**config.mk**
```make
export PLATFORM = sky130hd
export DESIGN_NAME = vlen_unit
export DESIGN_NICKNAME = d
export VERILOG_FILES = /design/src/rtl/vlen_pkg.sv /design/src/rtl/vlen_min.sv /design/src/rtl/vlen_sat.sv /design/src/rtl/vlen_unit.sv
export SDC_FILE = /design/constraint.sdc
export NUM_CORES = 1
export LEC_CHECK = 0
export CORE_UTILIZATION = 30
export DETAILED_ROUTE_END_ITERATION = 6
export PLACE_DENSITY = 0.64
export SYNTH_ARGS = -nofsm -noshare
export SYNTH_HDL_FRONTEND = slang
export SYNTH_SLANG_ARGS = --single-unit
```
**constraint.sdc**
```tcl
create_clock -name clk -period 13.4 [get_ports clk]
set_input_delay 4.02 -clock clk [delete_from_list [all_inputs] [get_ports clk]]
set_output_delay 4.02 -clock clk [all_outputs]
set_load 0.1 [all_outputs]
```
**src/rtl/vlen_pkg.sv**
```systemverilog
package vlen_pkg;
    typedef enum logic [1:0] {
        MODE_BOTH_IMM = 2'b00,
        MODE_MAX_CLAMP = 2'b01,
        MODE_LEN_ONLY = 2'b10,
        MODE_MAX_TRUNC = 2'b11
    } vlen_mode_e;
endpackage

```
**src/rtl/vlen_min.sv**
```systemverilog
module vlen_min #(
    parameter int W = 7
) (
    input  logic [W-1:0] a,
    input  logic [W-1:0] b,
    output logic [W-1:0] y
);
    always_comb begin
        y = (a < b) ? a : b;
    end
endmodule

```
**src/rtl/vlen_sat.sv**
```systemverilog
module vlen_sat #(
    parameter int IN_W    = 64,
    parameter int OUT_W   = 7,
    parameter int MAX_LEN = 64
) (
    input  logic [IN_W-1:0]  din,
    output logic [OUT_W-1:0] dout
);
    localparam logic [IN_W-1:0]  LIMIT_WIDE   = IN_W'(MAX_LEN);
    localparam logic [OUT_W-1:0] LIMIT_NARROW = OUT_W'(MAX_LEN);

    always_comb begin
        if (din > LIMIT_WIDE) begin
            dout = LIMIT_NARROW;
        end else begin
            dout = din[OUT_W-1:0];
        end
    end
endmodule

```
**src/rtl/vlen_unit.sv**
```systemverilog
module vlen_unit #(
    parameter int XLEN    = 64,
    parameter int MAX_LEN = 64,
    parameter int LEN_W   = $clog2(MAX_LEN + 1)
) (
    input  logic             clk,
    input  logic             rst,
    input  logic             op_valid,
    input  logic [1:0]       op_mode,
    input  logic [LEN_W-1:0] op_imm,
    input  logic [XLEN-1:0]  op_ra,
    input  logic             op_rt_en,
    input  logic             spr_we,
    input  logic [LEN_W-1:0] spr_data,
    output logic             rt_we,
    output logic [XLEN-1:0]  rt_data
);
    import vlen_pkg::*;

    typedef struct packed {
        logic [LEN_W-1:0] mvl;
        logic [LEN_W-1:0] vl;
        logic             rt_we;
        logic [XLEN-1:0]  rt_data;
    } state_t;

    state_t state_d, state_q;

    logic [LEN_W-1:0] ra_sat;
    logic [LEN_W-1:0] imm_sat;
    logic [LEN_W-1:0] vl_in_mvl;
    logic [LEN_W-1:0] len_clamp;
    logic [LEN_W-1:0] ra_vs_imm;
    logic [LEN_W-1:0] vl_vs_imm;
    logic [LEN_W-1:0] spr_clamp;

    vlen_sat #(.IN_W(XLEN), .OUT_W(LEN_W), .MAX_LEN(MAX_LEN)) u_ra_sat (
        .din(op_ra), .dout(ra_sat)
    );
    vlen_sat #(.IN_W(LEN_W), .OUT_W(LEN_W), .MAX_LEN(MAX_LEN)) u_imm_sat (
        .din(op_imm), .dout(imm_sat)
    );

    vlen_min #(.W(LEN_W)) u_min_cur (.a(state_q.vl), .b(state_q.mvl), .y(vl_in_mvl));
    vlen_min #(.W(LEN_W)) u_min_ra  (.a(vl_in_mvl),  .b(ra_sat),      .y(len_clamp));
    vlen_min #(.W(LEN_W)) u_min_ri  (.a(ra_sat),     .b(imm_sat),     .y(ra_vs_imm));
    vlen_min #(.W(LEN_W)) u_min_vi  (.a(state_q.vl), .b(imm_sat),     .y(vl_vs_imm));
    vlen_min #(.W(LEN_W)) u_min_spr (.a(spr_data),   .b(state_q.mvl), .y(spr_clamp));

    always_comb begin
        state_d         = state_q;
        state_d.rt_we   = 1'b0;
        if (op_valid) begin
            unique case (vlen_mode_e'(op_mode))
                MODE_BOTH_IMM: begin
                    state_d.mvl = imm_sat;
                    state_d.vl  = imm_sat;
                end
                MODE_MAX_CLAMP: begin
                    state_d.mvl = imm_sat;
                    state_d.vl  = ra_vs_imm;
                end
                MODE_LEN_ONLY: begin
                    state_d.vl  = len_clamp;
                end
                MODE_MAX_TRUNC: begin
                    state_d.mvl = imm_sat;
                    state_d.vl  = vl_vs_imm;
                end
                default: begin
                    state_d.vl  = state_q.vl;
                end
            endcase
            if (op_rt_en) begin
                state_d.rt_we   = 1'b1;
                state_d.rt_data = XLEN'(state_d.vl);
            end
        end else if (spr_we) begin
            state_d.vl = spr_clamp;
        end
        if (rst) begin
            state_d = '0;
        end
    end

    always_ff @(posedge clk) begin
        state_q <= state_d;
    end

    assign rt_we   = state_q.rt_we;
    assign rt_data = state_q.rt_data;

    AST_VL_LE_MVL: assert property (@(posedge clk) disable iff (rst)
        state_q.vl <= state_q.mvl);
    AST_MVL_CAP: assert property (@(posedge clk) disable iff (rst)
        state_q.mvl <= LEN_W'(MAX_LEN));
    AST_RT_CARRIES_VL: assert property (@(posedge clk) disable iff (rst)
        state_q.rt_we |-> (state_q.rt_data == XLEN'(state_q.vl)));
    AST_RT_ONLY_ON_REQ: assert property (@(posedge clk) disable iff (rst)
        !(op_valid && op_rt_en) |=> !rt_we);
    AST_SPR_NO_RT: assert property (@(posedge clk) disable iff (rst)
        (spr_we && !op_valid) |=> !rt_we);
    AST_LEN_ONLY_KEEPS_MVL: assert property (@(posedge clk) disable iff (rst)
        (op_valid && op_mode == 2'b10) |=> (state_q.mvl == $past(state_q.mvl)));
    AST_SPR_KEEPS_MVL: assert property (@(posedge clk) disable iff (rst)
        (spr_we && !op_valid) |=> (state_q.mvl == $past(state_q.mvl)));
endmodule

```
# After elaboration in Yosys (flattened, before gate mapping)
# Index checks and enable logic that the tools add are counted.
totals:
  ramBits: 0
  latch_bits: 0
  mem_bits_ro: 0
  output_inout_bits: 65
  reg_bits: 22
  mem_count: 0
  inputBits: 85
op_classes:
  n_eq_ne: 3
  div: 0
  muxes: 11
  multipliers: 0
  n_addsub: 0
  n_shift: 0
  reduce_logical: 6
  order_cmp: 7
  bitwise_logic: 1
ops:
  columns: ["operator", "n"]
  rows:
  - ["65-bit two-way mux", 1]
  - ["64-bit by 7-bit greater-than comparator with 1-bit output (second input constant)", 1]
  - ["7-bit two-way mux", 9]
  - ["7-bit < comparator", 5]
  - ["7-bit case mux with 4 select lines", 1]
  - ["7-bit greater-than comparator (second input constant)", 1]
  - ["2-bit equality test (second input constant)", 2]
  - ["2-bit AND reduction", 2]
  - ["3-bit OR reduction", 1]
  - ["2-bit by 1-bit equality test with 1-bit output (second input constant)", 1]
  - ["2-bit zero test", 1]
  - ["2-bit nonzero test", 1]
  - ["2-bit OR reduction", 1]
  - ["1-bit inverter", 1]

# Longest topological paths before layout
depth:
  ltp_word: 6
  ltp_mapped: 16
  depth_no_buf: 16

# Modules after synthesis
# From an unflattened synthesis, not the netlist that was laid out.
hier_totals:
  cells_unflattened: 362
  area_unflattened_um2: 3189.3
modules_own_cells:
  columns: ["mod", "n_inst", "cells_each", "seq_area_each_um2", "area_each_um2"]
  rows:
  - ["vlen_unit", 1, 173, 440.4, 1546.5]
  - ["vlen_min", 5, 30, 0.0, 281.5]
  - ["vlen_sat (u_ra_sat)", 1, 32, 0.0, 193.9]
  - ["vlen_sat (u_imm_sat)", 1, 7, 0.0, 41.3]

# Worst setup path before layout
# OpenSTA, ideal clock, no wires.
synth_timing:
  path_type: "input to register"
  start: "input op_ra[47]"
  end: "register state_q[66] (netlist bit)"
  cell_stages: 16
  path_buffers: 0
  required_time_ps: 13268
  arrival_ps: 6965
  setup_time_ps: 132
  slack_ps: 6303
  cell_sequence: "nor4_1 > nand4_1 > nor4_4 > or2b_1 > inv_1 > nand2_1 > inv_1 > ha_1 > a21oi_1 > a2bb2oi_1 > o211ai_1 > a21oi_2 > nand2_1 > a311o_1 > o21ai_0 > a21oi_1"
synth_between:
  elab_chain_cells: 6
  elab_cells_between_ends: 8
  cone_classes: "order compare: 3; mux: 5"
synth_lines:
  columns: ["item", "line", "rtl"]
  rows:
  - ["start, declared", "vlen_unit.sv:11", "input logic [XLEN-1:0] op_ra,"]
  - ["64-bit by 7-bit greater-than comparator with 1-bit output (*)", "vlen_sat.sv:13", "if (din > LIMIT_WIDE) begin"]
  - ["7-bit two-way mux (*)", "vlen_sat.sv:13", null]
  - ["7-bit < comparator", "vlen_min.sv:9", "y = (a < b) ? a : b;"]
  - ["7-bit two-way mux", "vlen_min.sv:9", null]
  - ["7-bit case mux with 4 select lines (*)", "vlen_unit.sv:54", "unique case (vlen_mode_e'(op_mode))"]
  - ["7-bit two-way mux (*)", "vlen_unit.sv:53", "if (op_valid) begin"]
  - ["end signal, assigned", "vlen_unit.sv:87", "state_q <= state_d;"]
  - ["end, declared", "vlen_unit.sv:27", "state_t state_d, state_q;"]
# Mark *: on every way between the ends. The rest lies on a longest branch, timed or not.
# A chain may end at the register's enable or synchronous reset.

# Worst setup path after layout
layout_timing:
  start: "input op_ra[52]"
  end: "register state_q[68] (netlist bit)"
# The elaborated chain is that of the path after synthesis.

==> reports/results.ini <==
[logic_synthesis]
synthSimpleGateAreaFrac = 0.226
synth_compound_area_frac = 0.224
synth_top_area_share = 0.165
netlist_top_cells_count = buf_4 (64), nor2_1 (42), ha_1 (29), nand2_1 (29)
synthTopCellsByArea = buf_4 (16%), dfxtp_1 (15%), ha_1 (12%)
async_reset_ff_frac = 0
synth_edf_count = 0
syn_area_sq_mm = 0.00292
ys_types = 52
yosysSeqAreaShare = 0.151
synthMuxAreaShare = 0.0660
netlist_instances = 391
avgSynthCellArea_sq_um = 7.46
yosysMostFrequentCell = buf_4
yosysWarnings = 0
synth_xor_area_frac = 0
synthFlopType = dfxtp_1
ys_ff_latch = 22
yosysTopAreaCell = buf_4
synthAdderAreaFrac = 0.124
synth_top_family_by_area = simple AND/OR/NAND/NOR gates

[global_route]
grtUsageTotal = 0.171
grt_pass1_vias = 2839
grt_start_max_net_pins = 23
grt_pass1_wl_um = 13900
use_met2 = 0.298
grt-ovfl-total = 0
grt_antenna_before_repair = 0
met3_usage = 0.0118
grt_busiest_layer = met2
use_met1 = 0.227

[clocking]
cts-root-buf = clkbuf_8
clk_path_buf_depth = 2
cts_resized = 0
cts_tree = done
worstSkewPairLatency_ns = 0.27
cts_buffers = 3
post_cts_buffers = 0
clkSinkCount = 22
path_clk_slew_ns = 0.08
hold_buffers = 0
cts_htree_levels = 1

[sta]
fin_crit_sh = 0.586
hold_viol_final = 0
slew_viol_final = 0
worstMarginPinSlew_ns = 0.994
hold_ws_ns = 0.498
setup_viol = 0
timing.slew.headroom = 0.335
rsz0062_at_grt = false
finalSetupTns_ns = 0
finalClockSkew_ns = 0.00948
fin_crit_ns = 7.86
fmax_ghz = 0.127

[power]
p_total_mw = 0.304
power_frac_seq = 0.243
p_int_mw = 0.148
power.clock.fraction = 0.156
power.switching_mw = 0.156
powerDensity_mw_per_mm2 = 81.1
ir_worst_vdd_mv = 0.0324
comb_power_share = 0.601
p_sw_frac = 0.514
p_leak_nw = 1.65

[setup_path]
slowest_delay_ns = 0.48
start_kind = primary input
crit_path_end_kind = flop
path_cells = clkdlybuf4s50_1 > nor4_1 > nand4_1 > nor4_4 > or2b_1 > inv_1 > nand2_1 > inv_1 > ha_1 > a21oi_1 > a2bb2oi_1 > o211ai_1 > a21oi_2 > nand2_1 > a311o_1 > o21ai_0 > a21oi_1
required_ns = 13.52
r2r-start = state_q[78]$_SDFFE_PP0P_
cp_top_family = compound AO/OA/AOI/OAI gates
rrSetupSlack_ns = 9.37
crit_slowest_cell = nor4_4
regToRegEndpoint = rt_data[0]$_SDFFE_PP0P_
path_max_fanout = 8
critPathKind = primary input to flop
arrival_ns = 7.98
path_buf_inv = 3
reg2regPathDepth = 15

[worst_hold_path]
min_from = rt_data[1]$_SDFFE_PP0P_
hold_end = rt_data[1]$_SDFFE_PP0P_
min_path_cells = 2
hold_path_class = flop to flop

[detailed_routing]
dr_total_vias = 2952
firstDrtPassIters = 5
wirelength_um = 8640
drt-vias-per-instance = 4.93
drc = 0
drtIter0Drc = 213
ant_nets = 0
routedWlPerCell_um = 14.4

[floorplanning]
die-height_um = 101
rows = 35
ioPinCount = 150
initial_core_util = 0.313
die_area_sq_mm = 0.0101
fp.dieW_um = 101
core_sq_mm = 0.00933

[status]
status = completed

[finish]
fillCellCount = 985
nNetsFinal = 585
seq_area_sq_um = 440
syn_to_final_growth_pct = 28.6
drive_gt1_frac = 0.0319
multi_input_area_sq_mm = 0.00208
diodes = 0

[placement]
io_buffers = 92
dp_hpwl_um = 7290
gp_congestion = 0.911

[flow_run]
cap_violations = 0

-- cell type report --
| type | count | area share |
|---|---|---|
| repair buffers | 92 | 0.245 |
| inverters | 24 | 0.0240 |
| multi-input cells | 328 | 0.555 |
| flip-flops and latches | 22 | 0.117 |
| well taps | 129 | 0.0430 |
| clock buffers | 4 | 0.0147 |
-- worst reg2reg max path: stages (launching register included) --
cell	delay, ns
dfxtp_1	0.41
inv_1	0.10
ha_1	0.33
nand4_1	0.14
o21ai_2	0.44
mux2i_1	0.46
inv_1	0.09
ha_1	0.31
nand2_1	0.05
o21ai_0	0.25
nor2_1	0.14
nand2_1	0.23
o22ai_1	0.13
a31o_2	0.23
o31ai_1	0.45
o41ai_1	0.14
-- layout by cell type, fill, tap and decap left out, types with 5 or more instances in the layout --
master and n:
nand2b_1 5, nand4_1 8, nor2_1 42, inv_1 24, nand3_1 12, nor3_1 9
o211ai_1 6, ha_1 29, nand2_1 29, mux2i_1 17, nor4_1 13, a31oi_1 5
conb_1 57, clkdlybuf4s50_1 92, a211oi_1 6, o21ai_0 11, a21oi_1 24, dfxtp_1 22
-- power groups by stage --
stage	logic, mW	registers (mW)	clock network, mW
final	0.183	0.0738	0.0476
after global routing	0.194	0.0742	0.0502
after CTS	0.182	0.0736	0.0480
after detailed placement	0.181	0.0752	0
after global placement	0.180	0.0751	0
after floorplan	0.151	0.0742	0
-- routing by layer --
metal / up-vias / wire (um) / share of wire
met5: - / 0 / 0
met4: 0 / 93 / 0.011
met3: 11 / 625 / 0.072
met2: 149 / 4200 / 0.49
met1: 1335 / 3730 / 0.43
li1: 1457 / - / -
-- flip-flops by register name, summed over array words and instances (netlist names) --
register,cells
rt_we,1
rt_data,7
state_q,14
-- how the worst max path moves through the flow --
stage,from,to,slack [ns],depth (start not counted)
finish,op_ra[52],state_q[68]$_SDFFE_PP0P_,5.54,17
global route,op_ra[11],state_q[68]$_SDFFE_PP0P_,5.29,17
CTS,op_ra[52],state_q[68]$_SDFFE_PP0P_,5.55,17
detailed placement,op_ra[52],state_q[68]$_SDFFE_PP0P_,5.27,17
global placement,op_ra[52],state_q[68]$_SDFFE_PP0P_,5.36,16
floorplan,op_ra[47],state_q[66]$_SDFFE_PP0P_,6.30,16
-- stage by stage --
step                      setup WS (ns)  cells  instance area, sq um   util
after global placement             5.36    595                  3700  0.396
after global routing               5.29    599                  3750  0.402
after floorplan                    6.30    447                  3130      -
after detailed placement           5.27    595                  3700  0.396
final                              5.54    599                  3750  0.402
after CTS                          5.55    599                  3750  0.402
-- logic make-up (layout without fill, tap and decap cells) --
| kind of cell | Yosys count | after routing |
|---|---|---|
| compound gates | 89 | 89 |
| buf+inv | 97 | 120 |
| mux | 19 | 19 |
| simple gates | 134 | 134 |
| flops | 22 | 22 |
| other cells | 1 | 57 |
| fa+ha+maj | 29 | 29 |
(Power assumes the default switching activity.)
